`config.mk`:
```
export PLATFORM = sky130hd
export DESIGN_NAME = cf_cluster_finder
export DESIGN_NICKNAME = d
export VERILOG_FILES = /design/src/rtl/cf_pkg.sv /design/src/rtl/cf_kernel.sv /design/src/rtl/cf_scan.sv /design/src/rtl/cf_fifo.sv /design/src/rtl/cf_cluster_finder.sv
export SDC_FILE = /design/constraint.sdc
export NUM_CORES = 2
export LEC_CHECK = 0
export BUFFER_PORTS_ARGS = -buffer_cell sky130_fd_sc_hd__buf_2
export CAP_MARGIN = 20
export CORE_UTILIZATION = 63
export DETAILED_ROUTE_END_ITERATION = 10
export PLACE_DENSITY = 0.8
export SLEW_MARGIN = 20
export SYNTH_ARGS = -nofsm -noshare
export SYNTH_HDL_FRONTEND = slang
export SYNTH_SLANG_ARGS = --single-unit
```
`constraint.sdc`:
```
create_clock -name clk_i -period 7.26 [get_ports clk_i]
set_input_delay 0 -clock clk_i [delete_from_list [all_inputs] [get_ports clk_i]]
set_output_delay 0 -clock clk_i [all_outputs]
set_load 0.05 [all_outputs]
```
`src/rtl/cf_pkg.sv`:
```
package cf_pkg;
  localparam int unsigned CF_HALO = 3;  // window reach on each side of an anchor
  localparam int unsigned CF_LAG  = 4;  // rows between arrival and emission
endpackage

```
`src/rtl/cf_kernel.sv`:
```
module cf_kernel #(
  parameter int unsigned NUM_COLS = 16,
  parameter int unsigned PIX_W    = 5,
  localparam int unsigned SUM_W   = PIX_W + 2
) (
  input  logic [NUM_COLS*PIX_W-1:0] prev_row_i,
  input  logic [NUM_COLS*PIX_W-1:0] cur_row_i,
  input  logic [SUM_W-1:0]          thr_i,
  input  logic                      en_i,
  output logic [NUM_COLS-2:0]       hit_o,
  output logic [NUM_COLS-1:0]       mask_o
);
  import cf_pkg::*;

  for (genvar c = 0; c < NUM_COLS - 1; c++) begin : g_pos
    logic [SUM_W-1:0] sum;
    always_comb begin
      sum = SUM_W'(prev_row_i[c*PIX_W +: PIX_W]) + SUM_W'(prev_row_i[(c+1)*PIX_W +: PIX_W])
          + SUM_W'(cur_row_i[c*PIX_W +: PIX_W])  + SUM_W'(cur_row_i[(c+1)*PIX_W +: PIX_W]);
    end
    assign hit_o[c] = en_i && (sum > thr_i);
  end

  always_comb begin
    mask_o = '0;
    for (int j = 0; j < int'(NUM_COLS); j++) begin
      for (int c = 0; c < int'(NUM_COLS) - 1; c++) begin
        if (hit_o[c] && (c + int'(CF_HALO) >= j) && (j + int'(CF_HALO) >= c)) mask_o[j] = 1'b1;
      end
    end
  end
endmodule

```
`src/rtl/cf_scan.sv`:
```
module cf_scan #(
  parameter int unsigned NUM_COLS = 16,
  parameter int unsigned PIX_W    = 5,
  parameter int unsigned ROW_W    = 4,
  localparam int unsigned COL_W   = $clog2(NUM_COLS),
  localparam int unsigned WORD_W  = ROW_W + COL_W + PIX_W
) (
  input  logic                      clk_i,
  input  logic                      rst_ni,
  input  logic                      load_i,
  input  logic [ROW_W-1:0]          load_row_i,
  input  logic [NUM_COLS-1:0]       load_mask_i,
  input  logic [NUM_COLS*PIX_W-1:0] load_data_i,
  output logic                      busy_o,
  output logic                      push_o,
  output logic [WORD_W-1:0]         word_o
);
  logic [NUM_COLS-1:0]       mask_q;
  logic [NUM_COLS*PIX_W-1:0] data_q;
  logic [ROW_W-1:0]          row_q;
  logic [COL_W-1:0]          sel;

  always_comb begin
    sel = '0;
    for (int j = int'(NUM_COLS) - 1; j >= 0; j--) begin
      if (mask_q[j]) sel = COL_W'(j);
    end
  end

  assign busy_o = |mask_q;
  assign push_o = busy_o;
  assign word_o = {row_q, sel, data_q[sel*PIX_W +: PIX_W]};

  always_ff @(posedge clk_i or negedge rst_ni) begin
    if (!rst_ni) begin
      mask_q <= '0;
      data_q <= '0;
      row_q  <= '0;
    end else if (load_i) begin
      mask_q <= load_mask_i;
      data_q <= load_data_i;
      row_q  <= load_row_i;
    end else if (busy_o) begin
      mask_q[sel] <= 1'b0;
    end
  end

  AST_LOAD_IDLE: assert property (@(posedge clk_i) disable iff (!rst_ni)
    load_i |-> !busy_o);
  AST_COL_ASCENDING: assert property (@(posedge clk_i) disable iff (!rst_ni)
    (push_o && $past(push_o) && !$past(load_i) && word_o[WORD_W-1 -: ROW_W] == $past(word_o[WORD_W-1 -: ROW_W]))
      |-> word_o[PIX_W +: COL_W] > $past(word_o[PIX_W +: COL_W]));
endmodule

```
`src/rtl/cf_fifo.sv`:
```
module cf_fifo #(
  parameter int unsigned WORD_W = 13,
  parameter int unsigned DEPTH  = 16,
  parameter int unsigned OVF_W  = 4,
  localparam int unsigned AW    = $clog2(DEPTH)
) (
  input  logic              clk_i,
  input  logic              rst_ni,
  input  logic              push_i,
  input  logic [WORD_W-1:0] word_i,
  input  logic              rd_en_i,
  output logic [WORD_W-1:0] rd_data_o,
  output logic              empty_o,
  output logic [OVF_W-1:0]  ovf_cnt_o
);
  logic [WORD_W-1:0] mem_q [DEPTH];
  logic [AW-1:0]     wptr_q, rptr_q;
  logic [AW:0]       cnt_q;
  logic              full, do_push, do_pop;

  assign full      = (cnt_q == (AW+1)'(DEPTH));
  assign empty_o   = (cnt_q == '0);
  assign do_push   = push_i && !full;
  assign do_pop    = rd_en_i && !empty_o;
  assign rd_data_o = mem_q[rptr_q];

  always_ff @(posedge clk_i or negedge rst_ni) begin
    if (!rst_ni) begin
      wptr_q    <= '0;
      rptr_q    <= '0;
      cnt_q     <= '0;
      ovf_cnt_o <= '0;
      for (int i = 0; i < int'(DEPTH); i++) mem_q[i] <= '0;
    end else begin
      if (do_push) begin
        mem_q[wptr_q] <= word_i;
        wptr_q        <= (wptr_q == AW'(DEPTH - 1)) ? '0 : wptr_q + 1'b1;
      end
      if (do_pop) rptr_q <= (rptr_q == AW'(DEPTH - 1)) ? '0 : rptr_q + 1'b1;
      cnt_q <= cnt_q + (AW+1)'(do_push) - (AW+1)'(do_pop);
      if (push_i && full && ovf_cnt_o != '1) ovf_cnt_o <= ovf_cnt_o + 1'b1;
    end
  end

  AST_OVF_MONOTONIC: assert property (@(posedge clk_i) disable iff (!rst_ni)
    ovf_cnt_o >= $past(ovf_cnt_o));
  AST_OVF_STEP: assert property (@(posedge clk_i) disable iff (!rst_ni)
    (push_i && full && ovf_cnt_o != '1) |=> ovf_cnt_o == $past(ovf_cnt_o) + 1'b1);
  AST_FULL_KEEPS: assert property (@(posedge clk_i) disable iff (!rst_ni)
    (full && !rd_en_i) |=> (!empty_o && $stable(rd_data_o)));
endmodule

```
`src/rtl/cf_cluster_finder.sv`:
```
module cf_cluster_finder #(
  parameter int unsigned NUM_COLS   = 16,
  parameter int unsigned NUM_ROWS   = 16,
  parameter int unsigned PIX_W      = 5,
  parameter int unsigned FIFO_DEPTH = 16,
  parameter int unsigned OVF_W      = 4,
  localparam int unsigned ROW_W     = $clog2(NUM_ROWS),
  localparam int unsigned COL_W     = $clog2(NUM_COLS),
  localparam int unsigned WORD_W    = ROW_W + COL_W + PIX_W,
  localparam int unsigned THR_W     = PIX_W + 2,
  localparam int unsigned ROW_BITS  = NUM_COLS * PIX_W
) (
  input  logic                clk_i,
  input  logic                rst_ni,
  input  logic                row_valid_i,
  input  logic [ROW_BITS-1:0] row_data_i,
  input  logic [THR_W-1:0]    threshold_i,
  input  logic                rd_en_i,
  output logic [WORD_W-1:0]   rd_data_o,
  output logic                empty_o,
  output logic [OVF_W-1:0]    overflow_cnt_o
);
  import cf_pkg::*;

  localparam int unsigned NFLG   = 2 * CF_HALO;             // mark rows kept ahead of emission
  localparam int unsigned STEPS  = NUM_ROWS + CF_LAG;       // steps per frame
  localparam int unsigned STEP_W = $clog2(STEPS);

  logic [ROW_BITS-1:0] dbuf_q [CF_LAG];   // rows s-4 .. s-1
  logic [NUM_COLS-1:0] flg_q  [NFLG];     // marks for rows s-4 .. s+1
  logic [STEP_W-1:0]   step_q;

  logic                in_frame, step, kern_en, emit_en, scan_busy, scan_push;
  logic [ROW_BITS-1:0] new_row;
  logic [NUM_COLS-2:0] hit;
  logic [NUM_COLS-1:0] mask;
  logic [NUM_COLS-1:0] base_flg [NFLG];
  logic [NUM_COLS-1:0] emit_mask;
  logic [ROW_W-1:0]    emit_row;
  logic [WORD_W-1:0]   scan_word;

  assign in_frame = (step_q < STEP_W'(NUM_ROWS));
  // drain steps wait for the scanner so no emitted row is lost
  assign step     = in_frame ? row_valid_i : !scan_busy;
  assign kern_en  = in_frame && (step_q != '0);
  assign emit_en  = (step_q >= STEP_W'(CF_LAG));
  assign new_row  = in_frame ? row_data_i : '0;
  assign emit_row = ROW_W'(step_q - STEP_W'(CF_LAG));

  always_comb begin
    for (int i = 0; i < int'(NFLG); i++) base_flg[i] = (step_q == '0) ? '0 : flg_q[i];
  end
  assign emit_mask = base_flg[0] | mask;

  cf_kernel #(.NUM_COLS(NUM_COLS), .PIX_W(PIX_W)) i_kernel (
    .prev_row_i (dbuf_q[CF_LAG-1]),
    .cur_row_i  (new_row),
    .thr_i      (threshold_i),
    .en_i       (kern_en),
    .hit_o      (hit),
    .mask_o     (mask)
  );

  always_ff @(posedge clk_i or negedge rst_ni) begin
    if (!rst_ni) begin
      step_q <= '0;
      for (int i = 0; i < int'(CF_LAG); i++) dbuf_q[i] <= '0;
      for (int i = 0; i < int'(NFLG); i++)   flg_q[i]  <= '0;
    end else if (step) begin
      step_q <= (step_q == STEP_W'(STEPS - 1)) ? '0 : step_q + 1'b1;
      for (int i = 0; i < int'(CF_LAG) - 1; i++) dbuf_q[i] <= dbuf_q[i+1];
      dbuf_q[CF_LAG-1] <= new_row;
      for (int i = 0; i < int'(NFLG) - 1; i++) flg_q[i] <= base_flg[i+1] | mask;
      flg_q[NFLG-1] <= mask;
    end
  end

  cf_scan #(.NUM_COLS(NUM_COLS), .PIX_W(PIX_W), .ROW_W(ROW_W)) i_scan (
    .clk_i       (clk_i),
    .rst_ni      (rst_ni),
    .load_i      (step && emit_en),
    .load_row_i  (emit_row),
    .load_mask_i (emit_mask),
    .load_data_i (dbuf_q[0]),
    .busy_o      (scan_busy),
    .push_o      (scan_push),
    .word_o      (scan_word)
  );

  cf_fifo #(.WORD_W(WORD_W), .DEPTH(FIFO_DEPTH), .OVF_W(OVF_W)) i_fifo (
    .clk_i     (clk_i),
    .rst_ni    (rst_ni),
    .push_i    (scan_push),
    .word_i    (scan_word),
    .rd_en_i   (rd_en_i),
    .rd_data_o (rd_data_o),
    .empty_o   (empty_o),
    .ovf_cnt_o (overflow_cnt_o)
  );

  AST_NO_ROW_IN_DRAIN: assert property (@(posedge clk_i) disable iff (!rst_ni)
    row_valid_i |-> in_frame);
  AST_ROW_ASCENDING: assert property (@(posedge clk_i) disable iff (!rst_ni)
    (scan_push && $past(scan_push)) |-> scan_word[WORD_W-1 -: ROW_W] >= $past(scan_word[WORD_W-1 -: ROW_W]));
  AST_HIT_MARKS_SELF: assert property (@(posedge clk_i) disable iff (!rst_ni)
    (step && |hit) |=> |flg_q[CF_HALO-1]);
endmodule

```
==> results.tsv <==
metric	value	unit
post-route setup TNS	0	ns
GR Overflow Total	0	
initial antenna violation count	2	
post-layout min period	6.26	ns
Slew HR	26.4	%
maxcap violations	0	
DR pass1 iterations	6	
crit path kind	flop to flop	
Mapped Area	40600	µm²
synthesis-stage register bit count	746	
largest net degree at the start of global routing	216	
Die Y-Extent	256	µm
Avg Cell Area, Syn	9.21	µm²
max incr delay on CP	0.76	ns
hold_buf cts	84	
endpoints failing setup	0	
worst path arrival time	6.72	ns
fmax	160	MHz
clock buffer depth	3	
largest cells by area after synthesis	dfrtp_1 46%, nand2_1 13%, ha_1 8.4%	
root buf cell	clkbuf_16	
Die Area	65500	µm²
Sink Count	746	
Distinct cells, synth	73	
HPWL after DPL	65100	µm
Post CTS Setup Buffer Count	0	
critical-path maximum fanout	31	
total number of vias	31700	
CP top delay family	buffers and inverters	
prevailing post-synth register cell	dfrtp_1	
Startpoint Class	flop	
worst slew pin tran	1.10	ns
synthesized instance count	4409	
sequential-to-total area share from yosys stat	46.0	%
CP required	7.72	ns
Synth-to-Final Area Change	11.5	%
Buf/Inv on CP	7	
Ys Warns	0	
Post-synth ARST share	100	%
slowest CP cell	nor3_1	
die width	256	µm
Clock Latency Late Sink	0.63	ns
DRC violations left	0	
Final Max Tran Viols	0	
final wirelength	99900	µm
num rows	92	
Worst-path clk slew	0.06	ns
crit-path cells	inv_2 > buf_4 > buf_4 > nand2_1 > fa_1 > inv_1 > ha_1 > inv_1 > fa_1 > inv_1 > a21o_1 > a21oi_1 > xnor2_1 > ha_1 > a21o_1 > a21oi_1 > inv_1 > o31ai_1 > nand4_1 > nor3_1 > a21oi_1	
initial core utilization	64.0	%
layout cells sized above 1	8.63	%
Final GP Congestion	0.863	
Final Hold Violating Endpoints	0	
HP Class	input pin to flop	
area leader, netlist	dfrtp_1	
post-synth top area share	46.0	%
gr usage total	31.2	%
Worst Setup End Kind	flop	
vias per cell	5.87	
EDFF count, synth	0	
RSZ-0062 raised after global routing	no	
CTS tree	yes	
first-pass GRT wire length	165000	µm
Initial DRC Count	2892	
Core ar.	63400	µm²
io pins	109	
Num CTS Buffers	79	
H-tree depth	3	
CTS resizes	0	
Clock Skew	0.0244	ns
period utilisation layout	86.2	%
critical path's most frequent cell	inv_1	
run status	completed	
vias in the first global route	32100	
Port-buffer cells	108	
drt wl/cell	18.5	µm
ANT nets after route	0	
nets	4969	
Syn Nets	4878	
layer usage:
metal,GRT usage (%),vias to the layer above,part of all wire [%]
li1,-,14700,-
met1,42.6,15600,42
met2,50.7,1135,48
met3,4.21,271,6.3
met4,13.1,0,3.9
met5,0,-,0
state kept, by name (all words and copies together), names as in the netlist:
| name | count |
|---|---|
| step_q | 5 |
| flg_q | 96 |
| i_fifo.wptr_q | 4 |
| i_scan.mask_q | 16 |
| i_fifo.rptr_q | 4 |
| i_scan.data_q | 80 |
| i_scan.row_q | 4 |
| i_fifo.cnt_q | 5 |
| i_fifo.ovf_cnt_o | 4 |
| i_fifo.mem_q | 208 |
| dbuf_q | 320 |
cell families (layout without fill, tap and decap cells):
group	Yosys count	in the layout	synth area share (%)
AO/OA/AOI/OAI	753	753	11.0
XOR/XNOR	98	98	2.11
adder cells (fa/ha/maj)	378	378	13.6
buffers and inverters	465	610	4.38
flip-flops	746	746	46.0
multiplexers	81	81	4.16
other	0	2	0
AND/OR/NAND/NOR	1888	1888	18.8
cell usage in the layout, fill, tap and decap left out, drive strengths merged, types with 35 or more instances in the layout:
cell type	n
a21o	86
a21oi	241
a31oi	94
buf	149
clkbuf	109
dfrtp	746
dlygate4sd3	83
fa	106
ha	272
inv	243
mux4	70
nand2	1450
nand2b	35
nand3	59
nor2	221
nor2b	51
o21ai	241
xnor2	58
xor2	40
stage by stage:
step / area, µm² / worst slack (ns) / hold slack [ns] / utilization [%] / cells
3_5_place_dp: 41800 / 1.16 / 0.0464 / 65.8 / 5179
6_report: 45300 / 1.00 / 0.154 / 71.4 / 5402
3_3_place_gp: 41800 / 1.33 / 0.0535 / 65.8 / 5179
2_1_floorplan: 40600 / 2.11 / -0.296 / - / 4409
5_1_grt: 45300 / 0.663 / 0.174 / 71.4 / 5402
4_1_cts: 45300 / 1.13 / 0.126 / 71.4 / 5398
synthesized netlist by cell type (8+ instances only):
cell type  number
xor2_1         40
a31oi_1        94
o21ai_0       234
nor2_1        220
dfrtp_1       746
nor4_1          8
nor2b_1        51
nand4_1        17
clkbuf_1      186
nand2_1      1450
a21o_1         86
fa_1          106
nor3_1         11
o21a_1         17
a21oi_1       241
nand3_1        59
a22oi_1        11
xnor2_1        58
buf_1          19
and2_1         12
mux4_2         70
a31o_2         10
ha_1          272
buf_2          13
mux2i_1         8
inv_1         241
nand2b_1       35
final cells by class:
cell class              count  area (µm²)
multi-input cells        3198       20200
flip-flops and latches    746       18700
fillers                  4509       18100
clock buffers             108        2330
repair buffers            233        1780
well taps                 846        1060
inverters                 242         908
clock inverters            27         308
diodes                      2        5.00
final timing paths:
path,slack [ns],from,to,cells past startpoint
setup / recovery,1.00,step_q[4]$_DFFE_PN0P_,flg_q[83]$_DFFE_PN0P_,21
hold / removal,0.15,row_valid_i,flg_q[37]$_DFFE_PN0P_,6
setup reg to reg,1.00,step_q[4]$_DFFE_PN0P_,flg_q[83]$_DFFE_PN0P_,21
hold reg to reg,0.46,dbuf_q[231]$_DFFE_PN0P_,dbuf_q[311]$_DFFE_PN0P_,2
max in group asynchronous,5.51,rst_ni,dbuf_q[207]$_DFFE_PN0P_,4
min in group asynchronous,0.42,rst_ni,i_scan.data_q[3]$_DFFE_PN0P_,3
worst register-to-register path, stage by stage (launching register included):
cell,delay [ns]
dfrtp_1,0.48
inv_2,0.54
buf_4,0.41
buf_4,0.44
nand2_1,0.25
fa_1,0.55
inv_1,0.04
ha_1,0.20
inv_1,0.08
fa_1,0.22
inv_1,0.07
a21o_1,0.18
a21oi_1,0.18
xnor2_1,0.14
ha_1,0.26
a21o_1,0.16
a21oi_1,0.20
inv_1,0.06
o31ai_1,0.33
nand4_1,0.43
nor3_1,0.76
a21oi_1,0.17
Power is not shown: default switching activity piles up to over one toggle a cycle in this logic, so the estimate is an artifact.
